## config.mk

```make
export PLATFORM = sky130hd
export DESIGN_NAME = wsSystolicMm
export DESIGN_NICKNAME = d
export VERILOG_FILES = /design/src/rtl/wsmmPkg.sv /design/src/rtl/wsmmDelay.sv /design/src/rtl/wsmmCell.sv /design/src/rtl/wsmmArray.sv /design/src/rtl/wsmmCtrl.sv /design/src/rtl/wsSystolicMm.sv
export SDC_FILE = /design/constraint.sdc
export NUM_CORES = 2
export LEC_CHECK = 0
export BUFFER_PORTS_ARGS = -buffer_cell sky130_fd_sc_hd__clkbuf_2
export CAP_MARGIN = 20
export CELL_PAD_IN_SITES_DETAIL_PLACEMENT = 1
export CELL_PAD_IN_SITES_GLOBAL_PLACEMENT = 1
export CORE_MARGIN = 5
export CORE_UTILIZATION = 45
export CTS_CLUSTER_SIZE = 24
export DETAILED_ROUTE_END_ITERATION = 7
export GPL_TIMING_DRIVEN = 0
export PLACE_DENSITY_LB_ADDON = 0.05
export SETUP_SLACK_MARGIN = 0.2
export SYNTH_ARGS = -nofsm -noshare
export SYNTH_HDL_FRONTEND = slang
export SYNTH_SLANG_ARGS = --single-unit
```

## constraint.sdc

```tcl
create_clock -name clk -period 9.85 [get_ports clk]
set_input_delay 0 -clock clk [delete_from_list [all_inputs] [get_ports clk]]
set_output_delay 0 -clock clk [all_outputs]
set_load 0.01 [all_outputs]
```

## src/rtl/wsmmPkg.sv

```systemverilog
package wsmmPkg;
  typedef enum logic {ST_IDLE, ST_RUN} ctrlState_t;

  typedef struct packed {
    logic loadEn;
    logic feedEn;
  } ctrlStrobes_t;
endpackage

```

## src/rtl/wsmmDelay.sv

```systemverilog
module wsmmDelay #(
  parameter int W = 1,
  parameter int D = 1
) (
  input  logic         clk,
  input  logic         rstN,
  input  logic [W-1:0] d,
  output logic [W-1:0] q
);
  logic [W-1:0] stage [D];

  always_ff @(posedge clk or negedge rstN) begin
    if (!rstN) begin
      for (int k = 0; k < D; k++) stage[k] <= '0;
    end else begin
      stage[0] <= d;
      for (int k = 1; k < D; k++) stage[k] <= stage[k-1];
    end
  end

  assign q = stage[D-1];
endmodule

```

## src/rtl/wsmmCell.sv

```systemverilog
module wsmmCell #(
  parameter int AW = 8,
  parameter int PW = 32
) (
  input  logic                 clk,
  input  logic                 rstN,
  input  logic signed [AW-1:0] wgt,
  input  logic signed [AW-1:0] act,
  input  logic signed [PW-1:0] psIn,
  output logic signed [PW-1:0] psOut
);
  localparam int MW = 2 * AW;

  logic signed [MW-1:0] prod;
  logic signed [PW-1:0] prodExt;

  assign prod    = act * wgt;
  assign prodExt = {{(PW-MW){prod[MW-1]}}, prod};

  always_ff @(posedge clk or negedge rstN) begin
    if (!rstN) psOut <= '0;
    else       psOut <= psIn + prodExt;
  end
endmodule

```

## src/rtl/wsmmArray.sv

```systemverilog
module wsmmArray
  import wsmmPkg::*;
#(
  parameter int N  = 4,
  parameter int AW = 8,
  parameter int PW = 32
) (
  input  logic            clk,
  input  logic            rstN,
  input  ctrlStrobes_t    strb,
  input  logic [N*AW-1:0] wRow,
  input  logic [N*AW-1:0] actRow,
  output logic [N*PW-1:0] result,
  output logic [N-1:0]    resValid
);
  logic signed [AW-1:0] wReg [N][N];
  logic signed [AW-1:0] actH [N][N];
  logic signed [PW-1:0] psV  [N+1][N];
  logic [N-1:0]         colValid;

  genvar i, j;
  generate
    for (j = 0; j < N; j++) begin : g_top
      assign psV[0][j] = '0;
    end

    for (i = 0; i < N; i++) begin : g_row
      if (i == 0) begin : g_noSkew
        assign actH[0][0] = actRow[AW-1:0];
      end else begin : g_skew
        wsmmDelay #(.W(AW), .D(i)) u_skew (
          .clk(clk), .rstN(rstN),
          .d(actRow[i*AW +: AW]), .q(actH[i][0]));
      end

      for (j = 0; j < N; j++) begin : g_col
        always_ff @(posedge clk or negedge rstN) begin
          if (!rstN)            wReg[i][j] <= '0;
          else if (strb.loadEn) wReg[i][j] <= (i == 0) ? wRow[j*AW +: AW] : wReg[(i == 0) ? 0 : i-1][j];
        end

        if (j > 0) begin : g_actPipe
          always_ff @(posedge clk or negedge rstN) begin
            if (!rstN) actH[i][j] <= '0;
            else       actH[i][j] <= actH[i][j-1];
          end
        end

        wsmmCell #(.AW(AW), .PW(PW)) u_cell (
          .clk(clk), .rstN(rstN),
          .wgt(wReg[i][j]), .act(actH[i][j]),
          .psIn(psV[i][j]), .psOut(psV[i+1][j]));
      end
    end

    for (j = 0; j < N; j++) begin : g_out
      wsmmDelay #(.W(1), .D(N + j)) u_valid (
        .clk(clk), .rstN(rstN), .d(strb.feedEn), .q(colValid[j]));

      if (j == N - 1) begin : g_noDeskew
        assign result[j*PW +: PW] = psV[N][j];
        assign resValid[j]        = colValid[j];
      end else begin : g_deskew
        wsmmDelay #(.W(PW + 1), .D(N - 1 - j)) u_deskew (
          .clk(clk), .rstN(rstN),
          .d({colValid[j], psV[N][j]}),
          .q({resValid[j], result[j*PW +: PW]}));
      end
    end
  endgenerate
endmodule

```

## src/rtl/wsmmCtrl.sv

```systemverilog
module wsmmCtrl
  import wsmmPkg::*;
#(
  parameter int N  = 4,
  parameter int RW = 8
) (
  input  logic          clk,
  input  logic          rstN,
  input  logic          start,
  input  logic [RW-1:0] numRows,
  input  logic          wValid,
  input  logic          actValid,
  output ctrlStrobes_t  strb,
  output logic          busy,
  output logic          done
);
  localparam int SW = $clog2(2 * N);
  localparam logic [SW-1:0] LAST_GAP = SW'(2 * N - 2);

  ctrlState_t    state;
  logic [RW-1:0] rowsLeft;
  logic [SW-1:0] sinceLast;

  always_comb begin
    strb.loadEn = (state == ST_IDLE) && wValid;
    strb.feedEn = (state == ST_RUN) && actValid && (rowsLeft != '0);
    busy        = (state == ST_RUN);
    done        = (state == ST_RUN) && (rowsLeft == '0) && (sinceLast == LAST_GAP);
  end

  always_ff @(posedge clk or negedge rstN) begin
    if (!rstN) begin
      state     <= ST_IDLE;
      rowsLeft  <= '0;
      sinceLast <= '0;
    end else begin
      unique case (state)
        ST_IDLE: begin
          if (start && (numRows != '0)) begin
            state     <= ST_RUN;
            rowsLeft  <= numRows;
            sinceLast <= '0;
          end
        end
        ST_RUN: begin
          if (strb.feedEn) begin
            rowsLeft  <= rowsLeft - 1'b1;
            sinceLast <= '0;
          end else if (sinceLast != LAST_GAP) begin
            sinceLast <= sinceLast + 1'b1;
          end
          if (done) state <= ST_IDLE;
        end
        default: state <= ST_IDLE;
      endcase
    end
  end
endmodule

```

## src/rtl/wsSystolicMm.sv

```systemverilog
module wsSystolicMm
  import wsmmPkg::*;
#(
  parameter int N  = 4,
  parameter int AW = 8,
  parameter int PW = 32,
  parameter int RW = 8
) (
  input  logic            clk,
  input  logic            rstN,
  input  logic            start,
  input  logic [RW-1:0]   numRows,
  input  logic            wValid,
  input  logic [N*AW-1:0] wRow,
  input  logic            actValid,
  input  logic [N*AW-1:0] actRow,
  output logic [N*PW-1:0] result,
  output logic [N-1:0]    resValid,
  output logic            done
);
  ctrlStrobes_t strb;
  logic         busy;

  wsmmCtrl #(.N(N), .RW(RW)) u_ctrl (
    .clk(clk), .rstN(rstN), .start(start), .numRows(numRows),
    .wValid(wValid), .actValid(actValid),
    .strb(strb), .busy(busy), .done(done));

  wsmmArray #(.N(N), .AW(AW), .PW(PW)) u_array (
    .clk(clk), .rstN(rstN), .strb(strb),
    .wRow(wRow), .actRow(actRow),
    .result(result), .resValid(resValid));
endmodule

```

After elaboration in Yosys (flattened, before gate mapping)
Cells that the tools add are included.

operators by class
  $mul = 16
  add/sub/neg operators = 14
  bitwise logic cells = 1
  eq/ne operators = 5
  multiplexer cells = 10
  reductions and logical operators = 11

operator list
  kind                 count
  $add 32x16->32       8
  $mul 8x8->16         16
  $add 16x16->17       4
  $mux 8               2
  $pmux 8 s2           1
  $reduce_bool 8->1    2
  $mux 3               3
  $logic_not 8->1      1
  $sub 8x1->8 const B  1
  $logic_and 1x1->1    6
  $pmux 3 s2           1
  $reduce_and 2->1     2
  $add 3x1->3 const B  1
  $eq 3x3->1 const B   1
  $ne 3x2->1 const B   1
  $ne 3x3->1 const B   1
  $mux 1               2
  $ne 2x1->1 const B   1
  $ne 2x2->1 const B   1
  $pmux 1 s2           1
  $not 1->1            1

storage, ports and cells
  output and inout bits = 133
  input port bits = 77
  bits in registers = 937
  logic and storage cells = 123

Logic depth before layout (Yosys ltp)
  word-level depth = 5
  depth in mapped cells = 23

Hierarchy
Synthesis repeated with hierarchy kept, for this count alone.

unflattened totals
  cells, all modules = 10189
  area, all modules = 116080.1 µm²

modules (own cells, without submodules)
  module                                           area each (µm²)  cells each  times used  sequential area each (µm²)
  wsmmCell (u_array.g_row[1].g_col[0].u_cell ...)  6273.5           584         9           800.8
  wsmmCell (u_array.g_row[3].g_col[2].u_cell ...)  6383.6           603         2           800.8
  wsmmCell (u_array.g_row[0].g_col[1].u_cell ...)  6213.5           580         2           800.8
  wsmmArray                                        7235.7           368         1           5605.4
  wsmmCell (u_array.g_row[0].g_col[0].u_cell)      6422.4           591         1           800.8
  wsmmCell (u_array.g_row[0].g_col[3].u_cell)      6371.1           588         1           800.8
  wsmmCell (u_array.g_row[3].g_col[1].u_cell)      6209.7           576         1           800.8
  wsmmDelay (u_array.g_out[0].g_deskew.u_deskew)   2725.1           132         1           2477.4
  wsmmDelay (u_array.g_out[1].g_deskew.u_deskew)   1899.3           99          1           1651.6
  wsmmCtrl                                         863.3            94          1           300.3
  wsmmDelay (u_array.g_out[2].g_deskew.u_deskew)   825.8            33          1           825.8
  wsmmDelay (u_array.g_row[3].g_skew.u_skew)       660.6            32          1           600.6
  wsmmDelay (u_array.g_row[2].g_skew.u_skew)       460.4            24          1           400.4
  wsmmDelay (u_array.g_row[1].g_skew.u_skew)       200.2            8           1           200.2
  4 more rows                                      -                -           -           -

Least setup slack after synthesis
Ideal clock, no wire load.

  kind = reg-to-reg
  start point = reg u_array.wReg[0] (netlist name)
  end point = reg u_array.g_row[3].g_col[3].u_cell.psOut[29]
  stages on the path, launching flop included = 20
  data arrival time = 6.420 ns
  setup slack = 3.359 ns
  period minus slack after synthesis = 6.491 ns
  path buffers = 1
  cell sequence = dfrtp_1 > clkbuf_1 > and2_1 > inv_1 > fa_1 > inv_1 > fa_1 > fa_1 > fa_1 > fa_1 > ha_1 > a21oi_1 > nor2b_1 > or3_1 > a31o_1 > a211o_1 > a21oi_2 > o21ai_2 > or4_1 > nand4_1

on the way
  longest elaborated chain between the ends = 2

RTL lines
  what                               RTL line         text
  from (decl)                        wsmmArray.sv:16  logic signed [AW-1:0] wReg [N][N];
  from (signal, indexed assignment)  wsmmArray.sv:39  else if (strb.loadEn) wReg[i][j] <= (i == 0) ? wRow[j*AW +: AW] : wReg[(i == 0) ? 0 : i-1][j];
  $mul 8x8->16                       wsmmCell.sv:17   assign prod = act * wgt;
  $add 32x16->32                     wsmmCell.sv:22   else psOut <= psIn + prodExt;
  to (signal assigned)               wsmmCell.sv:22
  to (decl)                          wsmmCell.sv:10   output logic signed [PW-1:0] psOut

No other way between the ends.
A chain may end at the register's enable or synchronous reset.

Worst setup path in the final report
  start point = reg u_array.g_row[3].g_skew.u_skew.stage (netlist bit u_array.g_row[3].g_skew.u_skew.q[7])
  end point = reg u_array.g_row[3].g_col[0].u_cell.psOut[31]

on the way
  longest elaborated chain between the ends = 2

RTL lines
  what                  RTL line         text
  from (decl)           wsmmDelay.sv:10  logic [W-1:0] stage [D];
  $mul 8x8->16          wsmmCell.sv:17
  $add 32x16->32        wsmmCell.sv:22
  to (signal assigned)  wsmmCell.sv:22
  to (decl)             wsmmCell.sv:10

No other way between the ends.

==> results.md <==
* Worst slew pin tran at approximately 1.1 ns
* Total number of vias at between 40000 and 50000
* Worst Setup SP: u_array.g_row[3].g_skew.u_skew.q[7]
* Fin. max-slew vios at 0
* Vias in the first global route at around 58000
* Final hold viol count at 0
* Post-synthesis cell count at just over 7000
* Met1 usage at between 20% and 30%
* WP data required at about 10 ns
* DRT antenna net count at 0
* Sequential fraction of the synthesis area at approximately a quarter
* Post-place setup slack at between 2 and 3 ns
* EDFF count, synth at 0
* Largest net degree at the start of global routing at between 100 and 150
* Count leader, synth: inv_1
* Most used DFF post-synth: dfrtp_1
* Starting Density at between 40% and 50%
* Setup TNS at 0 ns
* Die area at 189700 um2
* Syn nets at approximately 9400
* Pwr dens at approximately 230 nW/um2
* Capture point of the worst path: u_array.g_row[3].g_col[0].u_cell.psOut[31]
* Critical path launch point type: flop
* Final Critical Period at about 7.0 ns
* Root buf cell: clkbuf_16
* Leak at about 47 nW
* RSZ-0062 raised after global routing: no
* Kind of end point of the critical path: flop
* Grt met2 use at 33.52%
* Max Freq at approximately 0.14 GHz
* Crit path max-delay cell type: and2_1
* H-tree level count at 3
* Hold WC Path Type: in2reg
* Core ar. at around 180000 um2
* RR Startpoint: u_array.g_row[3].g_skew.u_skew.q[7]
* Grt peak-use layer: met2
* Syn avg cell area at around 11 um2
* Final worst path period share at 70.77%
* Drt pass-1 iters at 5
* Synthesized cell area at ~81000 um2
* Drt total wl at ~180 mm
* Worst R2R Path Depth at 17
* Post-synth ARST share at between 90% and 100%
* WL/cell at about 17 um
* Die width at approximately 440 um
* Postcts setup bufs at 0
* Reg-to-reg endpoint: u_array.g_row[3].g_col[0].u_cell.psOut[31]
* CTS Buffer Depth at 3
* First-pass GRT wire length at roughly 300 mm
* First DRT Iteration DRCs at approximately 1700
* # setup viols final at 0
* Yosys top cell area share at 34.49%
* Cell taking the most area after synthesis: fa_1
* Clock Skew at 0.04995 ns
* Initial antenna violation count at 4
* CP max stage delay at roughly 0.84 ns
* Critical path class: reg2reg
* R2R Setup Slk at between 2 and 3 ns
* Nets at ~9900
* Total CTS buffers at 104
* Row count at between 150 and 200
* Overall Global Routing Usage at between 10% and 20%
* MaxCap Viol Count at 0
* Cell Chain, Critical Path: and2_1 -> fa_1 -> fa_1 -> fa_1 -> fa_1 -> ha_1 -> ha_1 -> buf_2 -> a21oi_1 -> o31ai_1 -> a211oi_1 -> a311oi_1 -> a311oi_1 -> o21ai_0 -> o21a_1 -> nor2_1 -> xnor2_1
* Drt drc at 0
* Worst EP arrival at between 7 and 8 ns
* Die H at between 400 and 500 um
* # IOs at between 200 and 250
* Top post-synthesis cells by count: inv_1, fa_1, dfrtp_1
* IO Port Bufs at approximately 210
* Clock transition at the registers of the reported paths at approximately 0.060 ns
* Fill cell count at about 19000
* CP most frequent cell: fa_1
* Final Power at about 21 mW
* Dpl hpwl at approximately 140 mm
* GRT Residual Overflow at 0
* #FFs+latches synth at between 800 and 900
* Dominant cells by area after synthesis: fa_1, dfrtp_1, ha_1
* Worst IR Drop VDD at ~0.30 mV
* Placer Congestion at slightly below 0.8
* Max-slew headroom at the worst pin at roughly 30%
* Core Util, Final at between 50% and 60%
* Syn. warnings at 0
* Hold_sp: wRow[21]
* Status: completed
* GR Layer Usage met3 at 2.130%
* CTS tree: yes
* Worst-skew pair later-pin latency at approximately 0.75 ns
* CTS sink count at between 800 and 900
* Layout area overhead at 11.68%
* Final setup margin at between 2 and 3 ns
* Vias per cell at about 5
* Fraction of layout cells with a size suffix above 1 at around 8.3%
* CP max FO at 15
* Netlist cell types at 71
## logic make-up after synthesis
logic type | after synthesis | synth area share, %
adder cells (fa/ha/maj) | 2148 | 45.92
multiplexers | 130 | 1.795
XOR/XNOR | 295 | 3.171
flip-flops | 871 | 26.75
AND/OR/NAND/NOR | 1497 | 9.514
buffers and inverters | 1672 | 8.021
AO/OA/AOI/OAI | 596 | 4.834
## power breakdown
group | switching (mW) | total (mW) | leakage [nW] | internal [mW]
clock | 1.63 | 4.14 | 1.79 | 2.51
combinational | 6.25 | 11.5 | 34.6 | 5.23
sequential | 0.627 | 5.55 | 10.4 | 4.93
## routing by layer
metal | part of all wire, % | wire (um)
met1 | 47 | 82970
met3 | 2.1 | 3742
met5 | 0 | 0
met4 | 2.1 | 3740
met2 | 49 | 85490
## per-stage QoR
stage	std cells	hold slack, ns	cell area, um2
final	10135	0.07746	91000
after global routing	10133	0.04133	91000
after CTS	10131	0.01888	90990
after floorplan	7209	-0.2956	81490
after global placement	9788	0.1083	85500
after detailed placement	9803	0.05495	85870
## cell usage in the layout (no fill, tap or decap), drive strengths merged, types with 6 or more instances in the layout
cell / Yosys / layout
a211oi: 20 / 20
a21boi: 16 / 16
a21o: 72 / 72
a21oi: 153 / 153
a31o: 8 / 8
a31oi: 22 / 22
a41o: 7 / 7
and2: 548 / 548
and3: 20 / 20
buf: 75 / 91
bufinv: 0 / 15
clkbuf: 79 / 423
clkinv: 0 / 18
clkinvlp: 0 / 12
dfrtp: 871 / 871
dlygate4sd3: 0 / 138
fa: 1404 / 1404
ha: 744 / 744
inv: 1518 / 1527
mux2: 129 / 129
nand2: 449 / 449
nand2b: 74 / 74
nand3: 44 / 44
nand4: 17 / 17
nor2: 164 / 164
nor2b: 83 / 83
nor3: 40 / 40
nor4: 11 / 11
o211ai: 16 / 16
o21a: 55 / 55
o21ai: 123 / 123
o21bai: 18 / 18
o22ai: 6 / 6
o311a: 10 / 10
o31ai: 12 / 12
o41ai: 6 / 6
or2: 15 / 15
or3: 19 / 19
xnor2: 245 / 245
xor2: 50 / 50
## sequential cells by signal, summed over array words and instances (netlist names)
register                               cells
u_ctrl.busy                                1
u_array.wReg                             128
u_array.g_out.u_valid.stage                4
u_array.g_row.g_skew.u_skew.q             24
u_ctrl.rowsLeft                            8
u_array.g_row.g_skew.u_skew.stage         24
u_array.g_out.g_deskew.u_deskew.q         97
u_ctrl.sinceLast                           3
u_array.g_row.g_col.u_cell.psOut         388
u_array.actH                              96
u_array.g_out.g_deskew.u_deskew.stage     98
## how the worst min path moves through the flow
| stage | to | slack [ns] | depth (start not counted) |
|---|---|---|---|
| floorplan | u_array.actH[0] | -0.30 | 0 |
| global placement | u_array.g_row[1].g_skew.u_skew.q[7] | 0.11 | 1 |
| detailed placement | u_array.g_row[3].g_col[3].u_cell.psOut[29] | 0.05 | 1 |
| CTS | u_array.wReg[108] | 0.02 | 3 |
| global route | u_array.wReg[108] | 0.04 | 3 |
| finish | u_array.wReg[109] | 0.08 | 3 |
## layout make-up
type                    count  area, um2  share of cell area, %
clock inverters            54      762.0                 0.8373
clock buffers             135       2952                  3.243
repair buffers            363       2824                  3.103
well taps                2370       2965                  3.258
inverters                1518       5698                  6.261
diodes                      4      10.01                0.01100
flip-flops and latches    871      21800                  23.95
plain buffers             154      839.6                 0.9225
multi-input cells        4666      53160                  58.41
## critical path: cells and delay by family, from the launching register on
| family | cells | cell delay (ns) |
|---|---|---|
| DFF | 1 | 0.66 |
| xor gates and xnor gates | 1 | 0.11 |
| AOI/OAI and AO/OA | 7 | 2.33 |
| adders and majority gates | 6 | 2.63 |
| and+or+nand+nor | 2 | 0.89 |
| buffers and inverters | 1 | 0.17 |
## what timing repair did
item | 4_1_cts | 5_1_grt
hold buffers | 139 | 0
hold endpoints to repair | 455 | 0
gates resized for setup | 0 | 0
(Power assumes the default switching activity.)
